## config.mk

```make
export PLATFORM = sky130hd
export DESIGN_NAME = audio_decim
export DESIGN_NICKNAME = d
export VERILOG_FILES = /design/src/rtl/decim_pkg.sv /design/src/rtl/decim_phase.sv /design/src/rtl/decim_acc.sv /design/src/rtl/decim_out.sv /design/src/rtl/audio_decim.sv
export SDC_FILE = /design/constraint.sdc
export NUM_CORES = 2
export LEC_CHECK = 0
export BUFFER_PORTS_ARGS = -buffer_cell sky130_fd_sc_hd__buf_2
export CAP_MARGIN = 10
export CORE_MARGIN = 2
export CORE_UTILIZATION = 35
export CTS_CLUSTER_DIAMETER = 150
export CTS_CLUSTER_SIZE = 16
export DETAILED_ROUTE_END_ITERATION = 12
export HOLD_SLACK_MARGIN = 0.15
export PLACE_DENSITY = 0.47
export SYNTH_ARGS = -nofsm -noshare
export SYNTH_HDL_FRONTEND = slang
export SYNTH_SLANG_ARGS = --single-unit
```

## constraint.sdc

```tcl
create_clock -name clk -period 162.7 [get_ports clk]
set_input_delay 24.405 -clock clk [delete_from_list [all_inputs] [get_ports clk]]
set_output_delay 24.405 -clock clk [all_outputs]
set_load 0.02 [all_outputs]
```

## src/rtl/decim_pkg.sv

```systemverilog
package decim_pkg;
   localparam int NUM_CH   = 5;
   localparam int CH_P1    = 0;
   localparam int CH_P2    = 1;
   localparam int CH_TRI   = 2;
   localparam int CH_NOISE = 3;
   localparam int CH_DELTA = 4;
   localparam int NUM_SOLO = 3;   // groups with a single channel: tri, noise, delta
endpackage

```

## src/rtl/decim_phase.sv

```systemverilog
module decim_phase #(
   parameter int                PH_W    = 32,
   parameter logic [PH_W-1:0]   DEF_INC = '0
) (
   input  logic            clk,
   input  logic            rst_n,
   input  logic            load,
   input  logic [PH_W-1:0] inc_in,
   input  logic            step,
   output logic            wrap
);
   logic [PH_W-1:0] phase_q;
   logic [PH_W-1:0] inc_q;
   logic [PH_W:0]   sum_w;

   assign sum_w = {1'b0, phase_q} + {1'b0, inc_q};
   assign wrap  = step & sum_w[PH_W];

   always_ff @(posedge clk) begin
      if (!rst_n) begin
         phase_q <= '0;
         inc_q   <= DEF_INC;
      end else if (load) begin
         phase_q <= '0;
         inc_q   <= inc_in;
      end else if (step) begin
         phase_q <= sum_w[PH_W-1:0];
      end
   end


   phase_after_wrap_chk: assert property (@(posedge clk) disable iff (!rst_n)
      wrap |=> phase_q < $past(inc_q));

   phase_idle_chk: assert property (@(posedge clk) disable iff (!rst_n)
      (!step && !load) |=> $stable(phase_q));
endmodule

```

## src/rtl/decim_acc.sv

```systemverilog
module decim_acc #(
   parameter int IN_W  = 8,
   parameter int SUM_W = 16
) (
   input  logic             clk,
   input  logic             rst_n,
   input  logic             clr,
   input  logic             dump,
   input  logic             add,
   input  logic [IN_W-1:0]  val,
   output logic [SUM_W-1:0] sum_q,
   output logic [SUM_W-1:0] sum_nx
);
   if (SUM_W < IN_W) begin : g_bad_width
      $error("decim_acc: SUM_W must not be below IN_W");
   end

   assign sum_nx = sum_q + (add ? SUM_W'(val) : '0);

   always_ff @(posedge clk) begin
      if (!rst_n)           sum_q <= '0;
      else if (clr || dump) sum_q <= '0;
      else                  sum_q <= sum_nx;
   end
endmodule

```

## src/rtl/decim_out.sv

```systemverilog
module decim_out #(
   parameter int LVL_W = 7,
   parameter int CNT_W = 16,
   localparam int SP_W = LVL_W + 1 + CNT_W,
   localparam int SO_W = LVL_W + CNT_W,
   localparam int NS   = decim_pkg::NUM_SOLO
) (
   input  logic                  clk,
   input  logic                  rst_n,
   input  logic                  clr,
   input  logic                  emit,
   input  logic                  ready,
   input  logic [SP_W-1:0]       pulse_nx,
   input  logic [NS*SO_W-1:0]    solo_nx,
   input  logic [CNT_W-1:0]      cnt_nx,
   output logic                  valid,
   output logic [LVL_W:0]        avg_pulse,
   output logic [NS*LVL_W-1:0]   avg_solo
);
   logic [CNT_W-1:0]    den;
   logic [LVL_W:0]      pulse_d;
   logic [NS*LVL_W-1:0] solo_d;

   assign den     = (cnt_nx == '0) ? CNT_W'(1) : cnt_nx;
   assign pulse_d = (LVL_W+1)'(pulse_nx / SP_W'(den));

   for (genvar g = 0; g < NS; g++) begin : g_div
      assign solo_d[g*LVL_W +: LVL_W] =
         LVL_W'(solo_nx[g*SO_W +: SO_W] / SO_W'(den));
   end

   always_ff @(posedge clk) begin
      if (!rst_n) begin
         valid     <= 1'b0;
         avg_pulse <= '0;
         avg_solo  <= '0;
      end else if (clr) begin
         valid <= 1'b0;
      end else if (emit && (!valid || ready)) begin
         valid     <= 1'b1;
         avg_pulse <= pulse_d;
         avg_solo  <= solo_d;
      end else if (ready) begin
         valid <= 1'b0;
      end
   end


   out_hold_chk: assert property (@(posedge clk) disable iff (!rst_n)
      (valid && !ready && !clr) |=> valid && $stable(avg_pulse) && $stable(avg_solo));

   out_rise_chk: assert property (@(posedge clk) disable iff (!rst_n)
      $rose(valid) |-> $past(emit));
endmodule

```

## src/rtl/audio_decim.sv

```systemverilog
module audio_decim #(
   parameter int LVL_W    = 7,
   parameter int CNT_W    = 16,
   parameter int PH_W     = 32,
   parameter int OUT_RATE = 44100,
   parameter int IN_RATE  = 1789773,
   localparam int SP_W    = LVL_W + 1 + CNT_W,
   localparam int SO_W    = LVL_W + CNT_W,
   localparam int NS      = decim_pkg::NUM_SOLO,
   localparam int NC      = decim_pkg::NUM_CH
) (
   input  logic              clk,
   input  logic              rst_n,
   input  logic              in_valid,
   input  logic [LVL_W-1:0]  lvl_p1,
   input  logic [LVL_W-1:0]  lvl_p2,
   input  logic [LVL_W-1:0]  lvl_tri,
   input  logic [LVL_W-1:0]  lvl_noise,
   input  logic [LVL_W-1:0]  lvl_delta,
   input  logic [4:0]        mute,
   input  logic              inc_load,
   input  logic [PH_W-1:0]   inc_value,
   output logic              out_valid,
   input  logic              out_ready,
   output logic [LVL_W:0]    avg_pulse,
   output logic [LVL_W-1:0]  avg_tri,
   output logic [LVL_W-1:0]  avg_noise,
   output logic [LVL_W-1:0]  avg_delta
);
   import decim_pkg::*;

   localparam logic [63:0]     DEF_INC64 = ((64'd1 << PH_W) * 64'(OUT_RATE)) / 64'(IN_RATE);
   localparam logic [PH_W-1:0] DEF_INC   = DEF_INC64[PH_W-1:0];
   localparam logic [CNT_W-1:0] CNT_MAX  = '1;

   if (LVL_W < 1 || CNT_W < 2 || PH_W < 8 || PH_W > 48) begin : g_bad_param
      $error("audio_decim: parameter out of range");
   end
   if (OUT_RATE <= 0 || IN_RATE <= OUT_RATE) begin : g_bad_rate
      $error("audio_decim: output rate must be positive and below input rate");
   end

   logic [LVL_W-1:0]   lv  [NC];
   logic [LVL_W-1:0]   lvm [NC];
   logic               step, wrap, acc_en;
   logic [CNT_W-1:0]   cnt_q, cnt_nx;
   logic [SP_W-1:0]    pul_q, pul_nx;
   logic [NS*SO_W-1:0] solo_nx;
   logic [NS*LVL_W-1:0] avg_solo;
   logic [LVL_W:0]     pul_in;

   assign lv[CH_P1]    = lvl_p1;
   assign lv[CH_P2]    = lvl_p2;
   assign lv[CH_TRI]   = lvl_tri;
   assign lv[CH_NOISE] = lvl_noise;
   assign lv[CH_DELTA] = lvl_delta;

   for (genvar c = 0; c < NC; c++) begin : g_mute
      assign lvm[c] = mute[c] ? '0 : lv[c];
   end

   assign step   = in_valid & ~inc_load;
   assign acc_en = step & (cnt_q != CNT_MAX);
   assign pul_in = {1'b0, lvm[CH_P1]} + {1'b0, lvm[CH_P2]};

   decim_phase #(.PH_W(PH_W), .DEF_INC(DEF_INC)) u_phase (
      .clk(clk), .rst_n(rst_n), .load(inc_load), .inc_in(inc_value),
      .step(step), .wrap(wrap));

   decim_acc #(.IN_W(1), .SUM_W(CNT_W)) u_cnt (
      .clk(clk), .rst_n(rst_n), .clr(inc_load), .dump(wrap), .add(acc_en),
      .val(1'b1), .sum_q(cnt_q), .sum_nx(cnt_nx));

   decim_acc #(.IN_W(LVL_W+1), .SUM_W(SP_W)) u_pulse (
      .clk(clk), .rst_n(rst_n), .clr(inc_load), .dump(wrap), .add(acc_en),
      .val(pul_in), .sum_q(pul_q), .sum_nx(pul_nx));

   for (genvar g = 0; g < NS; g++) begin : g_solo
      logic [SO_W-1:0] s_q;
      decim_acc #(.IN_W(LVL_W), .SUM_W(SO_W)) u_acc (
         .clk(clk), .rst_n(rst_n), .clr(inc_load), .dump(wrap), .add(acc_en),
         .val(lvm[CH_TRI+g]), .sum_q(s_q), .sum_nx(solo_nx[g*SO_W +: SO_W]));


      solo_restart_chk: assert property (@(posedge clk) disable iff (!rst_n)
         wrap |=> s_q == '0);
   end

   decim_out #(.LVL_W(LVL_W), .CNT_W(CNT_W)) u_out (
      .clk(clk), .rst_n(rst_n), .clr(inc_load), .emit(wrap), .ready(out_ready),
      .pulse_nx(pul_nx), .solo_nx(solo_nx), .cnt_nx(cnt_nx),
      .valid(out_valid), .avg_pulse(avg_pulse), .avg_solo(avg_solo));

   assign avg_tri   = avg_solo[0*LVL_W +: LVL_W];
   assign avg_noise = avg_solo[1*LVL_W +: LVL_W];
   assign avg_delta = avg_solo[2*LVL_W +: LVL_W];


   cnt_saturate_chk: assert property (@(posedge clk) disable iff (!rst_n)
      (cnt_q == CNT_MAX && !wrap && !inc_load) |=> cnt_q == CNT_MAX && $stable(pul_q));

   load_drop_chk: assert property (@(posedge clk) disable iff (!rst_n)
      inc_load |=> !out_valid && cnt_q == '0);

   pulse_restart_chk: assert property (@(posedge clk) disable iff (!rst_n)
      wrap |=> pul_q == '0 && cnt_q == '0);
endmodule

```

# After elaboration in Yosys (flattened, before gate mapping)
# Cells that the tools add are included.
# word_totals
reg_bits	203
inputBits	77
output_inout_bits	30
# op_classes
n_eq_ne	1
div_mod_pow	4
n_addsub	7
n_reduce_logical	9
mux	13
n_bitwise	5
# op_table
operator	count
adder 23 bit	3
divider 23 x 16 -> 23 bit	3
two-way mux 7 bit	8
adder 32 x 32 -> 33 bit	1
adder 24 bit	1
divider 24 x 16 -> 24 bit	1
adder 16 bit	1
logical NOT 16 bit	1
two-way mux 16 bit	1
inequality test 16 bit, second input constant	1
adder 7 x 7 -> 8 bit	1
two-way mux 8 bit	1
OR reduction 2 bit	2
AND 1 bit	3
two-way mux 1 bit	3
logical OR 1 bit	2
inverter 1 bit	2
AND reduction 2 bit	1
nonzero test 2 bit	1
logical AND 1 bit	1
logical NOT 1 bit	1

# Longest topological paths before layout
# depth
word_depth	8
mapped_depth	313
depth_no_buf	292

# Modules after synthesis
# Synthesis repeated with hierarchy kept, for this count alone.
# hier_totals
hier_cells	8926
hier_area_um2	65056.1
# by_module_without_submodules
module	seq_area_each_um2	instances	area_each_um2	cells_each
decim_out	600.6	1	54109.4	7664
decim_phase	1281.2	1	4042.6	475
decim_acc (g_solo[0].u_acc ...)	460.4	3	1303.8	143
decim_acc (u_pulse)	480.5	1	1595.3	182
decim_acc (u_cnt)	320.3	1	845.8	97
audio_decim	0.0	1	551.8	79

# Worst setup path before layout
# Ideal clock, no wire load.
# synth_timing
path_type	input-to-reg
from	input port inc_load
to	register u_out.avg_pulse[0]
t_required_ns	162.575
path_stages	298
n_path_buf	27
arrival_time_ns	88.527
setup_slack_ns	74.048
path_cell_list	clkbuf_1 nand2b_1 a21o_1 clkbuf_1 inv_1 ha_1 ha_1 buf_2 nand3_4 nor3_1 xnor2_1 nor3b_2 and4_1 buf_2 or2_2 inv_1 ha_1 nor3b_1 [... 262 more ...] o21ai_0 nand2b_1 a21oi_1 nor2b_1 o21ai_0 nand2b_1 a21oi_1 nor2b_1 o21ai_0 nand2b_1 a21oi_1 nor2b_1 o21ai_0 nand2b_1 a21oi_1 o2111ai_1 a211oi_1 a31oi_1
# synth_between
elab_chain_cells	8
elab_cells_between_ends	13
# synth_lines
element	line_no	text
start: declaration	audio_decim.sv:21	input logic inc_load,
inverter 1 bit (no line) (*)	n/a	
AND 1 bit	audio_decim.sv:62	assign step = in_valid & ~inc_load;
AND 1 bit	audio_decim.sv:63	assign acc_en = step & (cnt_q != CNT_MAX);
two-way mux 1 bit	decim_acc.sv:18	assign sum_nx = sum_q + (add ? SUM_W'(val) : '0);
adder 16 bit	decim_acc.sv:18	
logical NOT 16 bit	decim_out.sv:24	assign den = (cnt_nx == '0) ? CNT_W'(1) : cnt_nx;
two-way mux 16 bit	decim_out.sv:24	
divider 24 x 16 -> 24 bit	decim_out.sv:25	assign pulse_d = (LVL_W+1)'(pulse_nx / SP_W'(den));
end signal: assignment	decim_out.sv:41	avg_pulse <= pulse_d;
end: declaration	decim_out.sv:17	output logic [LVL_W:0] avg_pulse,
# Every way passes the cells marked *; elsewhere a longest branch is shown, timed or not.
# A chain may end at the register's enable or synchronous reset.

# Final worst setup path
# layout_timing
from	input port in_valid
to	register u_out.avg_pulse[0]
# layout_between
elab_chain_cells	7
elab_cells_between_ends	12
# layout_lines
element	line_no	text
start: declaration	audio_decim.sv:14	input logic in_valid,
AND 1 bit (*)	audio_decim.sv:62	
AND 1 bit	audio_decim.sv:63	
two-way mux 1 bit	decim_acc.sv:18	
adder 16 bit	decim_acc.sv:18	
logical NOT 16 bit	decim_out.sv:24	
two-way mux 16 bit	decim_out.sv:24	
divider 24 x 16 -> 24 bit	decim_out.sv:25	
# Marks and branches as above.

==> reports/qor.yml <==
detailed_routing:
  postRouteAntennaNets: 0
  wl_um: 207900
  drcViolationCount: 0
  vias_per_cell: 5.827
  drt_iter0_markers: 3346
  vias: 60340
  wire_per_inst_um: 20.07
  drt-pass1-iter-count: 5
floorplan:
  start_util_pct: 35.22
  num_io_pins: 107
  dieArea_mm2: 0.1738
  row_count: 151
  die_w_um: 417.0
  fp.dieH_um: 417.0
  core_area_mm2: 0.1695
yosys:
  synth.top_cells.by_area: "ha_1, dfxtp_1, o21a_1, nor2_1, mux2_2"
  async_flop_share_pct: 0
  synth.distinct_cells: 116
  synth_edf_count: 0
  avgSynthCellArea_um2: 7.381
  synth.largest_area_cell: "ha_1"
  synth_nets: 9251
  netlist_area_mm2: 0.05968
  ys_warn_count: 0
  ys_seq_area_share_pct: 6.809
  synth_cells: 8086
  yosys_register_bits: 203
  synth_flop_cell: "dfxtp_1"
  synth_top_area_share_pct: 22.68
setup_path:
  crit_arrival_ns: 94.18
  crit_buf_inv: 12
  cpMaxStageDelayCell: "a221oi_1"
  r2r_cells: 278
  path_delay_family: "compound AO/OA/AOI/OAI gates"
  crit_required_ns: 163.17
  endpoint_kind: "flip-flop"
  crit_top_cell: "o21a_1"
  crit_fanout: 31
  cp-start-kind: "input pin"
  critical_path.max_stage_delay_ns: 0.93
  cp_num_cells: 278
  critical_path_class: "input pin to flip-flop"
run:
  cap_viol_max_count: 0
hold_path:
  min_path_cells: 2
  min_path_type: "flip-flop to flip-flop"
timing:
  slew_violations: 0
  fmax_ghz: 0.01067
  period_share_pct: 57.60
  rsz0062_at_grt: "false"
  finalSetupViolations: 0
  fin_skew_ns: 0.03648
  tns_ns: 0
  final_hold_viol_count: 0
  fin_crit_ns: 93.71
  slew_headroom_pct: 24.60
  tightest_slew_ns: 1.113
grt:
  grt_usage_pct: 22.92
  grt_overflow: 0
  grt_pass1_wl_um: 322100
  grt_max_degree: 60
  antenna_found_initial: 4
  grt_pass1_vias: 57280
clocking:
  cts_sinks: 203
  clk_path_buf_depth: 3
  cts_tree: "yes"
  ctsHoldBuffers: 0
  cts.clk_slew.worst_paths_ns: 0.08
  cts_buffers: 19
  post_cts_buffers: 0
  post_cts_resized: 0
  worstSkewPairLatency_ns: 0.60
  root_buffer: "clkbuf_16"
  htreeDepth: 1
placement:
  dp_hpwl_um: 164800
  routabilityCongestion: 0.9081
  port_buffers: 106
final_layout:
  layout.nets: 9293
  drive_gt1_share_pct: 9.095
  syn_to_final_growth_pct: 6.910
status:
  outcome: "complete, no violations"
-- placed cells by master (no fill, tap or decap), types with 27 or more instances in the layout --
cell type  count
mux2i_1      138
nor4_1        49
and4_1        28
o21a_1       439
ha_1        1082
o21ai_0      383
a21o_1       234
o31ai_1      158
nor2b_1      132
xor2_1       186
o211ai_1      72
nand3_1      152
buf_4        117
nor3_1       441
or2_2         91
xnor2_1      326
mux2_2       278
buf_2        106
a31oi_1       79
o211a_1       32
and3_1        72
a21oi_1      508
nand4_1      104
dfxtp_1      203
a211oi_1      91
inv_1        273
nand2_1      620
nor2_1       857
and2_1        79
o31a_1        31
nand2b_1     112
a21boi_0      27
or3_1         94
o21bai_1      30
-- cells in the mapped netlist, types with 17 or more instances --
library cell / n
nand2_1: 621
ha_1: 1082
a211oi_1: 91
and2_1: 81
inv_1: 275
dfxtp_1: 203
nor3_1: 445
a21o_1: 234
nand4_1: 104
buf_1: 24
and3_1: 72
o211a_1: 32
o21ai_0: 386
or2_2: 91
a31oi_1: 80
a21oi_1: 508
xnor2_1: 331
and4_1: 28
clkbuf_1: 137
o31ai_1: 159
a311oi_1: 19
nor2b_1: 133
o21a_1: 439
nand2b_1: 113
nor2_1: 861
nor3b_1: 21
buf_2: 33
o311ai_0: 22
or3_1: 94
nand3_1: 152
mux2_2: 278
o2111ai_1: 17
o31a_1: 31
mux2i_1: 138
o21bai_1: 30
a31o_2: 22
nor4_1: 49
xor2_1: 187
a21boi_0: 27
a211o_1: 22
o211ai_1: 72
-- registers in the layout, summed over array words and instances, names as in the netlist --
register            count
u_phase.inc_q          32
u_out.avg_solo         21
u_phase.phase_q        32
g_solo.u_acc.sum_q     69
u_pulse.sum_q          24
u_cnt.sum_q            16
u_out.avg_pulse         8
u_out.valid             1
-- per-stage QoR --
step                setup WS [ns]  instance area [µm²]  hold WS (ns)  cells  util (%)
floorplan                   74.05                59680        0.4356   8086         -
global placement            70.57                63210        0.4449  10320     37.30
detailed placement          69.36                63220        0.4477  10330     37.31
CTS                         69.73                63800        0.4583  10350     37.65
global route                62.75                63800        0.4994  10350     37.65
finish                      68.99                63810        0.4597  10360     37.65
-- routing by layer --
metal	GRT usage [%]	share of wire (%)	up-vias
met1	30.42	47	28630
met4	5.932	2.8	2
met3	1.255	3.1	212
li1	-	-	30460
met5	0	0.0063	-
met2	40.17	47	1041
-- final cells by class --
class,instances,area (µm²)
Fill cell,17830,105700
Multi-Input combinational cell,7397,53820
Sequential cell,203,4064
Tap cell,2218,2775
Timing Repair Buffer,228,1504
Inverter,279,1057
Clock buffer,22,506.7
Clock inverter,7,73.82
Antenna cell,2,5.005
-- path summary, 6_finish.rpt --
check | start | endpoint | slack (ns)
worst max register to register | u_cnt.sum_q[4]$_SDFF_PP0_ | u_out.avg_pulse[0]$_SDFFE_PN0P_ | 92.46
worst min-delay path | u_phase.phase_q[19]$_SDFFE_PP0P_ | u_phase.phase_q[19]$_SDFFE_PP0P_ | 0.46
worst max-delay path | in_valid | u_out.avg_pulse[0]$_SDFFE_PN0P_ | 68.99
worst min register to register | u_phase.phase_q[19]$_SDFFE_PP0P_ | u_phase.phase_q[19]$_SDFFE_PP0P_ | 0.46
-- kinds of logic after synthesis --
group / count (synthesis) / synth area share (%)
AOI/OAI and AO/OA: 2432 / 27.81
xor gates and xnor gates: 520 / 7.656
adders and majority gates: 1091 / 22.93
buffers and inverters: 486 / 3.239
DFF: 203 / 6.809
muxes: 429 / 7.840
and+or+nand+nor: 2925 / 23.72
-- worst reg2reg max path, delay by kind of cell (launching register included) --
kind | cells | cell delay [ns]
AO/OA/AOI/OAI | 169 | 43.03
AND/OR/NAND/NOR | 67 | 14.50
adder cells (fa/ha/maj) | 26 | 7.82
buffers and inverters | 11 | 2.17
multiplexers | 5 | 1.88
flip-flops | 1 | 0.75
Power is not shown: default switching activity piles up to over one toggle a cycle in this logic, so the estimate is an artifact.
